## config.mk

```make
export PLATFORM = sky130hd
export DESIGN_NAME = uart_tx
export DESIGN_NICKNAME = d
export VERILOG_FILES = /design/src/rtl/uart_tx_pkg.sv /design/src/rtl/uart_tx_ctrl.sv /design/src/rtl/uart_tx_dp.sv /design/src/rtl/uart_tx.sv
export SDC_FILE = /design/constraint.sdc
export NUM_CORES = 1
export LEC_CHECK = 0
export BUFFER_PORTS_ARGS = -buffer_cell sky130_fd_sc_hd__buf_2
export CELL_PAD_IN_SITES_DETAIL_PLACEMENT = 1
export CELL_PAD_IN_SITES_GLOBAL_PLACEMENT = 1
export CORE_AREA = 2 2 62 64
export CTS_CLUSTER_DIAMETER = 100
export DETAILED_ROUTE_END_ITERATION = 10
export DIE_AREA = 0 0 64 66
export PLACE_DENSITY_LB_ADDON = 0.1
export SETUP_SLACK_MARGIN = 0.5
export SYNTH_ARGS = -nofsm -noshare
export SYNTH_HDL_FRONTEND = slang
export SYNTH_SLANG_ARGS = --single-unit
export TNS_END_PERCENT = 100
```

## constraint.sdc

```tcl
create_clock -name clk -period 3.5 [get_ports clk]
set_input_delay 0.175 -clock clk [delete_from_list [all_inputs] [get_ports clk]]
set_output_delay 0.175 -clock clk [all_outputs]
set_load 0.02 [all_outputs]
```

## src/rtl/uart_tx_pkg.sv

```systemverilog
package uart_tx_pkg;
  typedef enum logic [1:0] {
    SEL_HOLD,
    SEL_DATA,
    SEL_PAR,
    SEL_ONE
  } lineSel_t;

  typedef struct packed {
    logic     load;
    lineSel_t sel;
  } txStrb_t;

  localparam logic [1:0] PAR_NONE = 2'd0;
  localparam logic [1:0] PAR_EVEN = 2'd1;
  localparam logic [1:0] PAR_ODD  = 2'd2;
endpackage

```

## src/rtl/uart_tx_ctrl.sv

```systemverilog
module uart_tx_ctrl
  import uart_tx_pkg::*;
#(
  parameter int DIV    = 8,
  parameter int DATA_W = 8
) (
  input  logic       clk,
  input  logic       rstN,
  input  logic       accept,
  input  logic [1:0] parityMode,
  input  logic       twoStop,
  output txStrb_t    strb,
  output logic       idle
);
  localparam int CNT_W = (DIV > 1) ? $clog2(DIV) : 1;
  localparam int IDX_W = (DATA_W > 1) ? $clog2(DATA_W) : 1;

  typedef enum logic [2:0] {ST_IDLE, ST_START, ST_DATA, ST_PAR, ST_STOP} state_t;

  state_t           state, stateNxt;
  logic [CNT_W-1:0] baudCnt;
  logic [IDX_W-1:0] bitIdx, bitIdxNxt;
  logic             stopIdx, stopIdxNxt;
  logic             parEnQ, twoStopQ;
  logic             tick;

  assign tick = (state != ST_IDLE) && (baudCnt == CNT_W'(DIV - 1));
  assign idle = (state == ST_IDLE);

  always_comb begin
    stateNxt   = state;
    bitIdxNxt  = bitIdx;
    stopIdxNxt = stopIdx;
    strb.load  = 1'b0;
    strb.sel   = SEL_HOLD;
    unique case (state)
      ST_IDLE: if (accept) begin
        strb.load = 1'b1;
        stateNxt  = ST_START;
      end
      ST_START: if (tick) begin
        stateNxt  = ST_DATA;
        bitIdxNxt = '0;
        strb.sel  = SEL_DATA;
      end
      ST_DATA: if (tick) begin
        if (bitIdx == IDX_W'(DATA_W - 1)) begin
          if (parEnQ) begin
            stateNxt = ST_PAR;
            strb.sel = SEL_PAR;
          end else begin
            stateNxt   = ST_STOP;
            stopIdxNxt = 1'b0;
            strb.sel   = SEL_ONE;
          end
        end else begin
          bitIdxNxt = bitIdx + 1'b1;
          strb.sel  = SEL_DATA;
        end
      end
      ST_PAR: if (tick) begin
        stateNxt   = ST_STOP;
        stopIdxNxt = 1'b0;
        strb.sel   = SEL_ONE;
      end
      ST_STOP: if (tick) begin
        if (twoStopQ && !stopIdx) stopIdxNxt = 1'b1;
        else                      stateNxt   = ST_IDLE;
      end
      default: stateNxt = ST_IDLE;
    endcase
  end

  always_ff @(posedge clk) begin
    if (!rstN) begin
      state    <= ST_IDLE;
      baudCnt  <= '0;
      bitIdx   <= '0;
      stopIdx  <= 1'b0;
      parEnQ   <= 1'b0;
      twoStopQ <= 1'b0;
    end else begin
      state   <= stateNxt;
      bitIdx  <= bitIdxNxt;
      stopIdx <= stopIdxNxt;
      if (strb.load || tick) baudCnt <= '0;
      else if (state != ST_IDLE) baudCnt <= baudCnt + 1'b1;
      if (strb.load) begin
        parEnQ   <= (parityMode == PAR_EVEN) || (parityMode == PAR_ODD);
        twoStopQ <= twoStop;
      end
    end
  end
endmodule

```

## src/rtl/uart_tx_dp.sv

```systemverilog
module uart_tx_dp
  import uart_tx_pkg::*;
#(
  parameter int DATA_W = 8
) (
  input  logic              clk,
  input  logic              rstN,
  input  txStrb_t           strb,
  input  logic [DATA_W-1:0] inData,
  input  logic [1:0]        parityMode,
  output logic              txLine
);
  logic [DATA_W-1:0] shiftReg;
  logic              parBit;

  always_ff @(posedge clk) begin
    if (!rstN) begin
      shiftReg <= '0;
      parBit   <= 1'b0;
      txLine   <= 1'b1;
    end else if (strb.load) begin
      shiftReg <= inData;
      parBit   <= (parityMode == PAR_ODD) ? ~(^inData) : (^inData);
      txLine   <= 1'b0;
    end else begin
      unique case (strb.sel)
        SEL_DATA: begin
          txLine   <= shiftReg[0];
          shiftReg <= shiftReg >> 1;
        end
        SEL_PAR: txLine <= parBit;
        SEL_ONE: txLine <= 1'b1;
        default: ;
      endcase
    end
  end
endmodule

```

## src/rtl/uart_tx.sv

```systemverilog
module uart_tx
  import uart_tx_pkg::*;
#(
  parameter int CLK_FREQ = 50_000_000,
  parameter int BAUD     = 115_200,
  parameter int DATA_W   = 8
) (
  input  logic              clk,
  input  logic              rstN,
  input  logic              inValid,
  input  logic [DATA_W-1:0] inData,
  output logic              inReady,
  input  logic [1:0]        parityMode,
  input  logic              twoStop,
  output logic              txLine,
  output logic              busy
);
  localparam int DIV = CLK_FREQ / BAUD;

  txStrb_t strb;
  logic    idle;

  assign inReady = idle;
  assign busy    = !idle;

  uart_tx_ctrl #(.DIV(DIV), .DATA_W(DATA_W)) u_ctrl (
    .clk(clk), .rstN(rstN), .accept(inValid), .parityMode(parityMode),
    .twoStop(twoStop), .strb(strb), .idle(idle)
  );

  uart_tx_dp #(.DATA_W(DATA_W)) u_dp (
    .clk(clk), .rstN(rstN), .strb(strb), .inData(inData),
    .parityMode(parityMode), .txLine(txLine)
  );
endmodule

```

# == Yosys cells after proc, flatten, opt, wreduce, memory -nomap -nowiden ==
# Index checks and enable logic that the tools add are counted.
# classes
mux,33
n_eq_ne,21
addsub,2
reduce_logical,17
bitwise_logic,2
# op_table
op,n
$mux 3,11
$mux 8,2
$pmux 3 s5,1
$reduce_and 7->1,2
$mux 1,12
$ne 2x1->1 const B,6
$add 9x1->9 const B,1
$eq 9x9->1 const B,1
$ne 2x2->1 const B,4
$reduce_xor 8->1,1
$eq 2x2->1 const B,3
$eq 3x2->1 const B,2
$eq 3x3->1 const B,2
$mux 2,3
$pmux 1 s3,2
$pmux 2 s3,1
$pmux 3 s2,1
$reduce_bool 3->1,2
$eq 2x1->1 const B,2
$reduce_and 4->1,1
$reduce_bool 2->1,2
$reduce_bool 4->1,1
$add 3x1->3 const B,1
$eq 3x1->1 const B,1
other kinds (6),10
# word_totals
in_bits,14
word_cells,84
register_bits,28
output_inout_bits,3

# == Logic depth before layout (Yosys ltp) ==
# logic_depth
word_depth,7
depth_mapped,8
ltp_nobuf,7

# == Cells and area by module ==
# A second synthesis with hierarchy kept.
# unflattened
hier_cells,174
hier_area_um2,1569.0
# modules_own_cells
module,cells_per_inst,area_per_inst_um2,n_inst,seq_area_each_um2
uart_tx_ctrl,116,1011.0,1,360.3
uart_tx_dp,57,554.3,1,200.2
uart_tx,1,3.8,1,0.0

# == Worst setup path before layout ==
# Ideal clock, no wire load.
# synth_timing
path_type,reg-to-reg
startpoint,register u_ctrl.state[1]
endpoint,register u_ctrl.baudCnt[6]
required_ns,3.364
path_stages_with_launch,8
setup_ns,0.136
path_buffers,1
arrival_ns,1.607
path_slack_ns,1.757
period_less_slack_ns,1.743
cell_sequence,dfxtp_1 clkbuf_8 nor3_4 inv_1 and4_1 nand3_1 xor2_1 nor2_1
# synth_via
elab_chain_len,4
elab_cells_between_ends,6
cone_classes,mux: 1; reduce/logical: 5
# synth_lines
item,line,text
from (decl),uart_tx_ctrl.sv:20,"state_t state, stateNxt;"
from (signal assigned),uart_tx_ctrl.sv:83,state <= stateNxt;
$logic_not 3->1,--,
via inReady,uart_tx.sv:12,"output logic inReady,"
$mux 1,uart_tx_ctrl.sv:36,unique case (state)
$logic_or 1x1->1,uart_tx_ctrl.sv:86,if (strb.load || tick) baudCnt <= '0;
$reduce_or 2->1 (no source line),--,
to (signal assigned),uart_tx_ctrl.sv:87,else if (state != ST_IDLE) baudCnt <= baudCnt + 1'b1;
to (decl),uart_tx_ctrl.sv:21,logic [CNT_W-1:0] baudCnt;
# The timed path passes the listed nets, and every way through them passes these cells.
# A chain may end at the register's enable or synchronous reset.

# == Final worst setup path ==
# layout_timing
startpoint,register u_ctrl.state[2]
endpoint,register u_ctrl.baudCnt[1]
# layout_via
elab_chain_len,4
elab_cells_between_ends,6
cone_classes,mux: 1; reduce/logical: 5
# layout_lines
item,line
$logic_not 3->1 or $reduce_bool 3->1 (tied branches),"uart_tx_ctrl.sv:36, uart_tx_ctrl.sv:27, uart_tx_ctrl.sv:87"
$mux 1 or $logic_and 1x1->1 (tied branches),"uart_tx_ctrl.sv:36, uart_tx_ctrl.sv:27"
$logic_or 1x1->1,uart_tx_ctrl.sv:86
$reduce_or 2->1 (no source line),--
# Parallel ways exist; a longest one is shown, timed or not.

==> metrics.cfg <==
[status]
status=complete, no violations

[timing]
grt_setup_unrepaired=false
maxSlewViolCount=0
fin_ws_ns=1.43
tns_ns=0
clock_skew_ns=0.00400
slew_headroom=0.574
max_freq_mhz=483
worst_pin_slew_ns=0.637
final_hold_viol_count=0
hold_ws_ns=0.111
period_share=0.592
setup_violations=0
fin_crit_ns=2.07

[detailed_routing]
drt-met1-wl_um=1570
drc=0
top_layer_used=met4
wl_um=3390
via_count=1278
wl_per_cell_um=14.3
wl_met2_um=1690
vias_per_cell=5.37
first_pass_iters=4
wl_met3_um=111
drt_iter0_drc=36
ant_nets=0

[cts]
clkTransAtPathRegs_ns=0.15
cts_setup_buffers=0
clockRootBuffer=clkbuf_4
clockBufferDepth=2
cts_hold_buf=0
clkLatencyLatePin_ns=0.33
clock-sinks=28
cts_tree=done
cts_buffers=3
cts_resized=0
cts_htree_levels=1

[global_route]
antenna_found_initial=0
grt_max_degree=23
grt-ovfl-total=0
grt_pass1_vias=1314
grt_use_total=0.178
grt_pass1_wl_um=5910

[power]
p_total_mw=0.760
power.leakage_nw=0.619
vdd_ir_drop_max_mv=0.164
power_density_nw_per_um2=465

[worst_setup_path]
cpPeakStageDelay_ns=0.64
critical_path.max_fanout=22
critical_path.top_delay_family=compound AO/OA/AOI/OAI gates
reg2reg_slack_ns=1.43
cp.required_ns=3.75
endpoint_kind=register
critPathSlowestCell=dfxtp_1
arrival_ns=2.32
r2r_start=u_ctrl.state[2]
r2r_cells=4
crit_chain=nor3_4 > nand2_1 > o211ai_1 > a211oi_1
crit_buf_inv=0
cp_num_cells=4
r2r_end=u_ctrl.baudCnt[1]
cp-start-kind=register
worst-setup-path-type=reg -> reg

[placed_design]
gp_congestion=0.800
post-dp-hpwl_um=2590
portBuffers=16
dpl-instance-area_um2=1600
pre_cts_slack_ns=1.46

[yosys]
synth.distinct_cells=41
synth_cells=177
synthArstFlopShare=0
synth_edf_count=0
synth_area_per_cell_um2=8.56
synth_ff_type=dfxtp_1
synth-seq-cells=28
yosys_warnings=0
seq_area_frac_synth=0.370
syn_nets=196
netlist_area_um2=1520

[cells_and_area]
fin_area_um2=1640
drive_above_1_share=0.153
final_nets=210
areaGrowthSynthToFinish_pct=7.93
diodes=0

[hold_path]
hold_end=u_ctrl.twoStopQ
hold_start=twoStop
hold_depth=3
hp-class=in -> reg

[run]
max_cap_viol_count=0

[floorplanning]
start_util=0.427
boundaryPins=17
core_um2=3550
die_w_um=64
die_h_um=66
rows=22
dieArea_um2=4220

[logic make-up (layout without fill, tap and decap cells)]
| logic type | after synthesis | count (layout) | share of synthesized area |
|---|---|---|---|
| flip-flops | 28 | 28 | 0.370 |
| multiplexers | 3 | 3 | 0.0198 |
| buffers and inverters | 12 | 25 | 0.0495 |
| AND/OR/NAND/NOR | 78 | 78 | 0.282 |
| AO/OA/AOI/OAI | 37 | 37 | 0.148 |
| XOR/XNOR | 14 | 14 | 0.0900 |
| adder cells (fa/ha/maj) | 5 | 5 | 0.0413 |
[layer usage]
layer,global-route usage,up-vias
met2,0.322,18
li1,-,638
met1,0.216,620
met3,0.0256,2
met5,0,-
met4,0.0571,0
[through the flow]
step	cells	utilization
floorplan	177	-
CTS	238	0.461
detailed placement	234	0.450
global placement	234	0.450
global route	238	0.461
finish	238	0.461
[cell type report]
cell class                 count  area, um^2
fill                         446        1920
multi-input combinational    137         880
sequential                    28         561
timing repair buffer          16        80.1
tap                           48        60.1
clock buffer                   4        36.3
inverter                       5        18.8
[state kept, by name, indices dropped and copies added, names as in the netlist]
name,count
u_ctrl.stopIdx,1
u_ctrl.bitIdx,3
u_ctrl.twoStopQ,1
u_dp.txLine,1
u_ctrl.parEnQ,1
u_ctrl.state,3
u_dp.shiftReg,8
u_ctrl.baudCnt,9
u_dp.parBit,1
[synthesized netlist by cell type (2+ instances only)]
cell,instances,share of area
nand3_1,10,0.033
nor3_4,2,0.021
nor2_1,17,0.042
o211ai_1,2,0.0099
and2_1,3,0.012
a31oi_1,7,0.029
ha_1,5,0.041
dfxtp_1,28,0.37
nand2b_1,2,0.0083
clkbuf_1,3,0.0074
xor2_1,6,0.035
inv_1,5,0.012
a211oi_1,2,0.0099
buf_6,2,0.015
mux2i_1,3,0.020
a21oi_1,5,0.017
nand2_1,28,0.069
a21boi_0,5,0.025
o21ai_0,13,0.043
xnor2_1,7,0.040
nand3b_1,2,0.0099
[power by group]
part	total [mW]	switching (mW)	internal (mW)	leakage, nW
Sequential	0.387	0.0342	0.353	0.229
Clock	0.162	0.0988	0.0637	0.0210
Combinational	0.211	0.127	0.0845	0.369
Total	0.760	0.260	0.501	0.619
[worst max-delay path by stage]
stage	slack, ns	to	startpoint
after floorplan	1.76	u_ctrl.baudCnt[6]	u_ctrl.state[1]
after global placement	1.58	u_ctrl.baudCnt[1]	u_ctrl.state[2]
after detailed placement	1.46	u_ctrl.baudCnt[1]	u_ctrl.state[2]
after CTS	1.41	u_ctrl.baudCnt[1]	u_ctrl.state[2]
after global routing	1.22	u_ctrl.baudCnt[1]	u_ctrl.state[2]
final	1.43	u_ctrl.baudCnt[1]	u_ctrl.state[2]
[cells in the final DEF, fill, tap and decap left out, types with 2 or more instances in the layout]
master | netlist | final
ha_1 | 5 | 5
nand3b_1 | 2 | 2
buf_2 | 0 | 16
mux2i_1 | 3 | 3
inv_1 | 5 | 5
nand3_1 | 10 | 10
and2_1 | 3 | 3
nor2_1 | 17 | 17
nand2b_1 | 2 | 2
xor2_1 | 6 | 6
dfxtp_1 | 28 | 28
a31oi_1 | 7 | 7
o21ai_0 | 13 | 13
a211oi_1 | 2 | 2
a21boi_0 | 5 | 5
nand2_1 | 28 | 28
nor3_4 | 2 | 2
clkbuf_4 | 0 | 3
a21oi_1 | 5 | 5
xnor2_1 | 7 | 7
o211ai_1 | 2 | 2
[worst reg2reg max path: cells and delay by family (launching register included)]
kind | cells | cell delay, ns
and+or+nand+nor | 2 | 0.62
AOI/OAI and AO/OA | 2 | 0.73
DFF | 1 | 0.64
Power figures use the tool's default switching activity.
